<file path="src/rtl/spi_paged_cmd_decoder.sv">
module spi_paged_cmd_decoder #(
  parameter int DW         = 16,
  parameter int PW         = 4,
  parameter int OW         = 6,
  parameter int LW         = 5,
  parameter int NPAGES     = 3,
  parameter int DATA_PAGE  = 0,
  parameter int CTRL_PAGE  = 1,
  parameter int RST_OFFSET = 4,
  parameter logic [15:0] RST_KEY  = 16'hBB00,
  parameter logic [15:0] NO_REG   = 16'hFFFF
) (
  input  logic          clk,
  input  logic          rst_n,
  input  logic          word_valid,
  input  logic [LW-1:0] word_len,
  input  logic [DW-1:0] word_in,
  output logic [DW-1:0] word_out,
  output logic          word_out_valid,
  output logic          bank_rd,
  output logic          bank_wr,
  output logic [PW-1:0] bank_page,
  output logic [OW-1:0] bank_addr,
  output logic [DW-1:0] bank_wdata,
  input  logic [DW-1:0] bank_rdata,
  input  logic          bank_hit,
  output logic          soft_rst,
  output logic          len_err,
  output logic          page_err,
  output logic          overrun,
  output logic          underrun
);
  localparam int PAGE_MSB = DW - 2;
  localparam int OFF_MSB  = DW - 2 - PW;

  logic          data_ph_q;
  logic          rd_q;
  logic [PW-1:0] page_q;
  logic [OW-1:0] off_q;

  wire len_ok   = word_len == LW'(DW);
  wire take     = word_valid && len_ok;
  wire is_zero  = word_in == '0;
  wire seq_rd   = take && !data_ph_q && is_zero;
  wire cmd_w    = take && !data_ph_q && !is_zero;
  wire slot_rd  = take && data_ph_q && rd_q;
  wire slot_wr  = take && data_ph_q && !rd_q;
  wire do_rd    = seq_rd || slot_rd;
  wire page_ok  = page_q < PW'(NPAGES);
  wire rst_reg  = (page_q == PW'(CTRL_PAGE)) && (off_q == OW'(RST_OFFSET));
  wire key_hit  = slot_wr && rst_reg && (word_in == RST_KEY);

  assign bank_rd    = do_rd && page_ok;
  assign bank_wr    = slot_wr && page_ok && (page_q != PW'(DATA_PAGE)) && !rst_reg;
  assign bank_page  = page_q;
  assign bank_addr  = off_q;
  assign bank_wdata = word_in;

  always_ff @(posedge clk) begin
    if (!rst_n) begin
      data_ph_q      <= 1'b0;
      rd_q           <= 1'b0;
      page_q         <= '0;
      off_q          <= '0;
      word_out       <= '0;
      word_out_valid <= 1'b0;
      soft_rst       <= 1'b0;
      len_err        <= 1'b0;
      page_err       <= 1'b0;
      overrun        <= 1'b0;
      underrun       <= 1'b0;
    end else begin
      word_out_valid <= 1'b0;
      soft_rst       <= 1'b0;
      len_err        <= word_valid && !len_ok;
      page_err       <= 1'b0;
      overrun        <= 1'b0;
      underrun       <= 1'b0;
      if (cmd_w) begin
        rd_q      <= word_in[DW-1];
        page_q    <= word_in[PAGE_MSB -: PW];
        off_q     <= word_in[OFF_MSB -: OW];
        data_ph_q <= 1'b1;
      end
      if (do_rd) begin
        word_out       <= (page_ok && bank_hit) ? bank_rdata : NO_REG;
        word_out_valid <= 1'b1;
        off_q          <= off_q + 1'b1;
        page_err       <= !page_ok;
        underrun       <= seq_rd && !rd_q;
        overrun        <= slot_rd && !is_zero;
        data_ph_q      <= 1'b0;
      end
      if (slot_wr) begin
        data_ph_q <= 1'b0;
        page_err  <= !page_ok;
        if (key_hit) begin
          soft_rst <= 1'b1;
          page_q   <= '0;
          off_q    <= '0;
          rd_q     <= 1'b0;
        end
      end
    end
  end

  assert_strobe_excl_R3: assert property (@(posedge clk) disable iff (!rst_n)
    $onehot0({bank_rd, bank_wr}));

  assert_no_data_page_wr_R7: assert property (@(posedge clk) disable iff (!rst_n)
    bank_wr |-> bank_page != PW'(DATA_PAGE));

  assert_rd_returns_R4: assert property (@(posedge clk) disable iff (!rst_n)
    bank_rd |=> word_out_valid);

  assert_key_only_R8: assert property (@(posedge clk) disable iff (!rst_n)
    soft_rst |-> ($past(word_in) == RST_KEY) && $past(word_valid));

  assert_bad_len_quiet_R11: assert property (@(posedge clk) disable iff (!rst_n)
    len_err |-> !word_out_valid && !soft_rst && !page_err);

  assert_flags_excl_R9: assert property (@(posedge clk) disable iff (!rst_n)
    !(overrun && underrun));
endmodule

</file>
<file path="config.mk">
export PLATFORM = sky130hd
export DESIGN_NAME = spi_paged_cmd_decoder
export DESIGN_NICKNAME = d
export VERILOG_FILES = /design/src/rtl/spi_paged_cmd_decoder.sv
export SDC_FILE = /design/constraint.sdc
export NUM_CORES = 1
export LEC_CHECK = 0
export ABC_AREA = 1
export BUFFER_PORTS_ARGS = -buffer_cell sky130_fd_sc_hd__buf_2
export CORE_MARGIN = 5
export CORE_UTILIZATION = 30
export DETAILED_ROUTE_END_ITERATION = 16
export PLACE_DENSITY = 0.63
export SKIP_LAST_GASP = 1
export SLEW_MARGIN = 20
export SYNTH_ARGS = -nofsm -noshare
export SYNTH_HDL_FRONTEND = slang
export SYNTH_SLANG_ARGS = --single-unit
</file>
<file path="constraint.sdc">
create_clock -name clk -period 2 [get_ports clk]
set_clock_uncertainty 0.15 [all_clocks]
set_input_delay 0.1 -clock clk [delete_from_list [all_inputs] [get_ports clk]]
set_output_delay 0.1 -clock clk [all_outputs]
set_load 0.05 [all_outputs]
</file>
* Word level (Yosys, flattened, before mapping)
Cells that the tools add are included.
** Storage, ports and cells
- Flip-flop bits (word level) :: 34
- Input bits :: 41
- Output and inout bits :: 50
- Word-level logic and storage cells :: 63
** Cells by class
- $add $sub $neg :: 1
- $lt $le $gt $ge :: 1
- Equal/unequal tests :: 4
- Multiplexer cells :: 15
- Bitwise logic cells :: 1
- Reductions and logical operators :: 30
** Operator list (count)
- 6-bit two-way mux :: 4
- 1-bit logical AND :: 18
- 16-bit equality test (second input constant) :: 1
- 16-bit zero test :: 1
- 16-bit two-way mux :: 1
- 4-bit two-way mux :: 3
- 1-bit two-way mux :: 7
- 6-bit by 1-bit adder with 6-bit output (second input constant) :: 1
- 6-bit by 3-bit equality test with 1-bit output (second input constant) :: 1
- 1-bit zero test :: 6
- 5-bit equality test (second input constant) :: 1
- 4-bit by 1-bit equality test with 1-bit output (second input constant) :: 1
- 4-bit by 2-bit less-than comparator with 1-bit output (second input constant) :: 1
- 2-bit AND reduction :: 2
- 4-bit nonzero test :: 1
- 3-bit OR reduction :: 1
- 1-bit logical OR :: 1
- 1-bit inverter :: 1

* Longest topological paths before layout
Gate-level depths: netlist (run 1).
- Depth after elaboration :: 8
- Depth in mapped cells :: 11
- Mapped depth without buffers :: 11

* Least setup slack after synthesis (run 1)
No wires, ideal clock.
- Path type :: register to output
- Start point :: register off_q[0], in the netlist bank_addr[0]
- End point :: output bank_wr
- Data arrival time :: 2.276 ns
- Required time :: 1.750 ns
- Path slack :: -0.526 ns
- Cell stages (with the launch flop) :: 8
- Buffers on the path :: 0
- Cells stage by stage :: dfxtp_1 > inv_1 > ha_1 > nand2_1 > inv_1 > nand3_1 > nor2_1 > nor3_1
** On the way
- Cells in the longest elaborated chain, start to end :: 4
** RTL lines
- from (decl) :: line 39 : logic [OW-1:0] off_q;
- from (signal assigned) :: line 82 : off_q <= word_in[OFF_MSB -: OW];
- from (signal assigned) :: line 88 : off_q <= off_q + 1'b1;
- 6-bit by 3-bit equality test with 1-bit output :: line 50 : wire rst_reg = (page_q == PW'(CTRL_PAGE)) && (off_q == OW'(RST_OFFSET));
- 1-bit logical AND :: line 50
- 1-bit zero test :: line 54 : assign bank_wr = slot_wr && page_ok && (page_q != PW'(DATA_PAGE)) && !rst_reg;
- 1-bit logical AND :: line 54
- to (decl) :: line 21 : output logic bank_wr,
No other way between the ends.

* Worst setup path in the final report (run 1)
- Start point :: register page_q[3], in the netlist bank_page[3]
- End point :: output bank_wr
** On the way
- Cells in the longest elaborated chain, start to end :: 4
- Elaborated cells between the ends (all ways) :: 8
- Those cells by class :: order compare (1); eq/ne (1); reduce/logical (6)
** RTL lines
- from (decl) :: line 38 : logic [PW-1:0] page_q;
- from (signal assigned) :: line 81 : page_q <= word_in[PAGE_MSB -: PW];
- 4-bit by 2-bit less-than comparator with 1-bit output or 4-bit by 1-bit equality test with 1-bit output (tied branches) :: line 49, 50
- 1-bit logical AND, on equally long branches :: line 54, 50
- 1-bit logical AND or 1-bit zero test (tied branches) :: line 54
- 1-bit logical AND * :: line 54
Mark *: on every way between the ends. The rest lies on a longest branch, timed or not.

==> flow_metrics.env, run 1 <==
export IMPL_critPathMaxFanout=3
export IMPL_synth_edf_count=0
export IMPL_fin_cells=454
export IMPL_hold_class="in -> reg"
export IMPL_relSlewSlack=0.639
export IMPL_maxCapViolCount=0
export IMPL_die_h_um=89.4
export IMPL_status="complete, no violations"
export IMPL_worst_pin_slew_ns=0.540
export IMPL_yosysTopAreaCell="dfxtp_1"
export IMPL_post_cts_buffers=0
export IMPL_synth_top_family_by_area="simple AND/OR/NAND/NOR gates"
export IMPL_htreeDepth=2
export IMPL_cts_reportedPaths_clkPinSlew_ns=0.07
export IMPL_r2r_end="bank_page[0]"
export IMPL_multiInputGateArea_um2=922
export IMPL_clk_insertion_delay_late_ns=0.28
export IMPL_cp_start_kind="register"
export IMPL_core_area_um2=6240
export IMPL_timing_final_ws_setup_ns=0.166
export IMPL_synth_compound_area_frac=0.0787
export IMPL_dp_cells=424
export IMPL_power_density_nw_per_um2=585
export IMPL_max_freq_mhz=545
export IMPL_routedWlPerCell_um=11.4
export IMPL_synth_simple_area_share=0.368
export IMPL_first_iter_violations=65
export IMPL_ys_types=29
export IMPL_cp_startpoint="bank_page[3]"
export IMPL_synth_area_um2=1890
export IMPL_rsz0062_at_grt="false"
export IMPL_clock_root_buffer="clkbuf_8"
export IMPL_yosys_cell_count_top_type="nand2_1"
export IMPL_tns_ns=0
export IMPL_start_util=0.303
export IMPL_postSynth_asyncResetShare=0
export IMPL_nNetsFinal=419
export IMPL_end_kind="output pin"
export IMPL_boundaryPins=91
export IMPL_drtAntennaViolNets=0
export IMPL_antenna_found_initial=0
export IMPL_first_pass_iters=4
export IMPL_ys_warnings_count=0
export IMPL_drc=0
export IMPL_p_leak_nw=1.30
export IMPL_io_buffers=90
export IMPL_ff2ff_path_depth=11
export IMPL_max_clock_path_buffers=2
export IMPL_grt_max_degree=24
export IMPL_worst_r2r_startpoint="bank_addr[1]"
export IMPL_rows=29
export IMPL_synth_nets=322
export IMPL_r2r_slack_ns=0.35
export IMPL_syn_mean_instance_area_um2=6.78
export IMPL_synthCells=279
export IMPL_dr_total_vias=1966
export IMPL_cts_buffers=5
export IMPL_synth_top_cell_area_share=0.360
export IMPL_nFillCells=682
export IMPL_grt_total_usage=0.131
export IMPL_drt_vias_per_instance=4.33
export IMPL_cts_sinks=34
export IMPL_grt_ovfl_total=0
export IMPL_cp_required_ns=1.75
export IMPL_muxShareOfSynthArea=0
export IMPL_grt_pass1_wl_mm=8.18
export IMPL_die_x_um=89.4
export IMPL_die_area_um2=7990
export IMPL_path_class="reg -> out"
export IMPL_register_area_um2=682
export IMPL_ys_ff_latch=34
export IMPL_ys_seq_area_frac=0.360
export IMPL_period_needed_ns=1.83
export IMPL_ir_worst_vdd_mv=0.299
export IMPL_drt_wl_total_mm=5.17
export IMPL_ys_top_cells_by_area="dfxtp_1 (36%), nand2_1 (15%), nor2_1 (9.5%)"
export IMPL_crit_path_end="bank_wr"
export IMPL_area_growth_pct=38.1
export IMPL_finalSetupViolations=0
export IMPL_slew_violations=0
export IMPL_synth_common_cells="nand2_1 (75), nor2_1 (48), dfxtp_1 (34), inv_1 (32), buf_4 (17)"
export IMPL_preCtsSetupSlack_ns=0.351
export IMPL_synth_ff_type="dfxtp_1"
export IMPL_dp_hpwl_mm=3.78
export IMPL_antennaDiodeCount=0
export IMPL_worstPathArrival_ns=1.58
export IMPL_finalCritPeriodShare=0.917
export IMPL_layout_drive_gt1_share=0.310
export IMPL_finalHoldViolations=0
export IMPL_grt_pass1_vias=1754
export IMPL_cts_tree="built"
export IMPL_synth_xor_area_frac=0.0185
export IMPL_synth_fa_ha_area_frac=0.0132
export IMPL_finalPower_mw=1.53
export IMPL_gp_congestion=0.803
==> cell usage in the layout (no fill, tap or decap), types with 10 or more instances in the layout <==
cell | netlist | final
a21oi_1 | 13 | 13
buf_2 | 2 | 89
dfxtp_1 | 34 | 33
dlygate4sd3_1 | 0 | 21
inv_1 | 32 | 32
nand2_1 | 75 | 75
nand3_1 | 10 | 10
nor2_1 | 48 | 48
o21ai_1 | 10 | 10
==> logic make-up (layout without fill, tap and decap cells) <==
family                   count (synthesis)  after routing
AND/OR/NAND/NOR                        153            154
buffers and inverters                   58            155
flip-flops                              34             34
AO/OA/AOI/OAI                           28             28
XOR/XNOR                                 4              4
adder cells (fa/ha/maj)                  2              2
==> stage by stage <==
stage | util | hold WS, ns | area (um2)
floorplan | - | 0.0857 | 1900
global placement | 0.366 | 0.235 | 2290
detailed placement | 0.366 | 0.239 | 2290
CTS | 0.417 | 0.00518 | 2600
global route | 0.419 | 0.0269 | 2610
finish | 0.419 | 0.0102 | 2610
==> critical path, stage by stage (launching register included) <==
cell,delay [ns]
dfxtp_1,0.32
nor2_1,0.17
nand2_1,0.15
inv_1,0.11
o21ai_0,0.14
nor3_4,0.19
buf_4,0.22
==> routing by layer <==
layer | global-route usage | up-vias | share of wire
met5 | 0 | - | 0
li1 | - | 1031 | -
met2 | 0.208 | 63 | 0.45
met1 | 0.170 | 867 | 0.46
met3 | 0.0424 | 5 | 0.084
met4 | 0.0365 | 0 | 0.0081
==> what timing repair did <==
action                                 4_1_cts  5_1_grt
endpoints found under the hold margin       21        0
gates resized for setup                      0        3
setup endpoints to repair                    0        2
hold buffers                                21        0
==> area by class of cell <==
cell class,instances,share of cell area
Multi-Input combinational cell,188,0.353
Sequential cell,34,0.261
Timing Repair Buffer,113,0.260
Inverter,34,0.0489
Tap cell,77,0.0369
Clock buffer,7,0.0292
Clock inverter,1,0.0115
==> flip-flops by register name, indices dropped and copies added, names as in the netlist <==
name	count
word_out_valid	1
bank_addr	6
rd_q	1
data_ph_q	1
overrun	1
soft_rst	1
word_out	16
page_err	1
bank_page	4
underrun	1
len_err	1
==> power breakdown <==
part,switching [mW],internal [mW]
logic,0.148,0.0894
clock network,0.236,0.373
registers,0.00291,0.680
==> worst min-delay path by stage <==
stage	cells past startpoint	startpoint	slack (ns)	endpoint
after floorplan	2	rst_n	0.09	word_out[1]
after global placement	3	word_in[13]	0.24	bank_page[2]
after detailed placement	3	word_in[14]	0.24	bank_page[3]
after CTS	5	bank_rdata[1]	0.005	word_out[1]
after global routing	5	bank_rdata[6]	0.03	word_out[6]
final	5	bank_rdata[6]	0.01	word_out[6]
Note: power is estimated with default switching activity, not from simulation.
==> run 2: changes to the inputs <==
--- a/config.mk
+++ b/config.mk
@@ -11,6 +11,7 @@
 export CORE_UTILIZATION = 30
 export DETAILED_ROUTE_END_ITERATION = 16
 export PLACE_DENSITY = 0.63
+export REMOVE_ABC_BUFFERS = 1
 export SKIP_LAST_GASP = 1
 export SLEW_MARGIN = 20
 export SYNTH_ARGS = -nofsm -noshare
==> run 2 against run 1 <==
  * Critical path depth grew 2
  * Sequential share of layout area shrank 0.085 points
  * Sequential power is essentially flat
  * Global-route usage grew 0.37 points
  * Critical path type unchanged
  * Critical endpoint unchanged
==> flow_metrics.env, run 2 (synthesis gave the netlist of run 1 again) <==
export IMPL_worst_r2r_startpoint="bank_addr[1]"
export IMPL_cts_sinks=34
export IMPL_critPathMaxFanout=5
export IMPL_crit_path_max_incr_delay_ns=0.41
export IMPL_max_freq_mhz=543
export IMPL_antennaDiodeCount=0
export IMPL_finalHoldViolations=0
export IMPL_gp_congestion=0.802
export IMPL_cts_buffers=5
export IMPL_grt_max_degree=24
export IMPL_clock_root_buffer="clkbuf_8"
export IMPL_period_needed_ns=1.84
export IMPL_rows=29
export IMPL_nNetsFinal=422
export IMPL_layout_commonest_cell="buf_2"
export IMPL_drt_wl_total_mm=5.34
export IMPL_first_pass_iters=6
export IMPL_ir_worst_vdd_mv=0.211
export IMPL_path_class="reg -> out"
export IMPL_end_kind="output pin"
export IMPL_worst_pin_slew_ns=0.480
export IMPL_finalPower_mw=1.46
export IMPL_worstPathArrival_ns=1.59
export IMPL_antenna_found_initial=0
export IMPL_first_iter_violations=62
export IMPL_io_buffers=90
export IMPL_dr_total_vias=2007
export IMPL_post_cts_buffers=0
export IMPL_p_int_mw=1.05
export IMPL_area_growth_pct=38.3
export IMPL_relSlewSlack=0.680
export IMPL_layout_drive_gt1_share=0.311
export IMPL_critPathBufInv=3
export IMPL_top_register="word_out"
export IMPL_core_area_um2=6240
export IMPL_p_clk_frac=0.368
export IMPL_cp_cell_sequence="inv_1, ha_1, nand2_1, inv_1, nand3_1, nor2_1, nor3_1, buf_4"
export IMPL_grt_pass1_vias=1886
export IMPL_drc=0
export IMPL_rsz0062_at_grt="false"
export IMPL_cts_reportedPaths_clkPinSlew_ns=0.07
export IMPL_comb_power_share=0.166
export IMPL_power_frac_seq=0.466
export IMPL_finalCritPeriodShare=0.921
export IMPL_clk_insertion_delay_late_ns=0.29
export IMPL_preCtsSetupSlack_ns=0.301
export IMPL_die_h_um=89.4
export IMPL_drt_vias_per_instance=4.39
export IMPL_start_util=0.303
export IMPL_htreeDepth=2
export IMPL_switching_share=0.283
export IMPL_max_clock_path_buffers=2
export IMPL_grt_ovfl_total=0
export IMPL_dp_hpwl_mm=3.82
export IMPL_grt_total_usage=0.134
export IMPL_p_leak_nw=1.31
export IMPL_status="complete, no violations"
export IMPL_cp_required_ns=1.75
export IMPL_tns_ns=0
export IMPL_maxCapViolCount=0
export IMPL_final_cell_mix="buf_2 (89), nand2_1 (75), nor2_1 (48)"
export IMPL_crit_path_frequent_cell="inv_1"
export IMPL_cts_tree="built"
export IMPL_die_x_um=89.4
export IMPL_slew_violations=0
export IMPL_cp_start_kind="register"
export IMPL_finalSetupViolations=0
export IMPL_boundaryPins=91
export IMPL_grt_pass1_wl_mm=8.31
export IMPL_cp_top_family="flip-flops"
export IMPL_cp_startpoint="bank_addr[1]"
export IMPL_holdWs_ns=0.0152
export IMPL_timing_final_ws_setup_ns=0.158
export IMPL_power_density_nw_per_um2=559
export IMPL_largest_reg_flops=16
export IMPL_slowest_stage="dfxtp_1"
export IMPL_routedWlPerCell_um=11.7
export IMPL_p_switching_uw=415
export IMPL_worstHoldStart="word_in[7]"
export IMPL_die_area_um2=7990
export IMPL_hold_class="in -> reg"
export IMPL_drtAntennaViolNets=0
run 2: final timing paths:
kind,to,cells after the start,slack (ns)
max,bank_wr,8,0.16
min,bank_addr[2],5,0.02
min reg2reg,word_out[0],2,0.32
max reg2reg,bank_addr[1],11,0.35
run 2: layer usage:
metal,vias up,track usage,part of all wire
met1,910,0.159,0.42
met4,0,0.0433,0.012
li1,1039,-,-
met3,5,0.0442,0.069
met2,53,0.229,0.50
met5,-,0,0
run 2: power by group through the flow:
stage / logic [mW] / registers, mW / clock network, mW
floorplan: 0.0500 / 0.707 / 0
global placement: 0.207 / 0.698 / 0
detailed placement: 0.209 / 0.698 / 0
CTS: 0.244 / 0.682 / 0.555
global route: 0.266 / 0.682 / 0.589
finish: 0.242 / 0.682 / 0.539
run 2: area by class of cell:
| cell class | instances | area (um2) |
|---|---|---|
| Inverter | 34 | 128 |
| Clock buffer | 6 | 82.6 |
| Fill cell | 675 | 3620 |
| Clock inverter | 2 | 12.5 |
| Sequential cell | 34 | 681 |
| Tap cell | 77 | 96.3 |
| Timing Repair Buffer | 116 | 706 |
| Multi-Input combinational cell | 188 | 911 |
run 2: worst register-to-register path, cell delays in order (launching register included):
cell and delay, ns:
dfxtp_1 0.41, inv_1 0.06, ha_1 0.17, nand2_1 0.06, inv_1 0.03, nand3_1 0.08, nor2_1 0.06, nand3_1 0.09
nor2_1 0.06, nor2_1 0.20, inv_1 0.09, a21oi_1 0.11
run 2: per-stage QoR:
step / util / cells / instance area (um2)
after global placement: 0.366 / 425 / 2280
final: 0.419 / 457 / 2620
after floorplan: - / 255 / 1710
after detailed placement: 0.366 / 425 / 2280
after global routing: 0.419 / 457 / 2620
after CTS: 0.418 / 456 / 2610
run 2: repair_timing:
item,CTS,global route
gates resized for setup,0,2
endpoints found under the setup margin,0,2
endpoints found under the hold margin,23,0
hold buffers,23,0
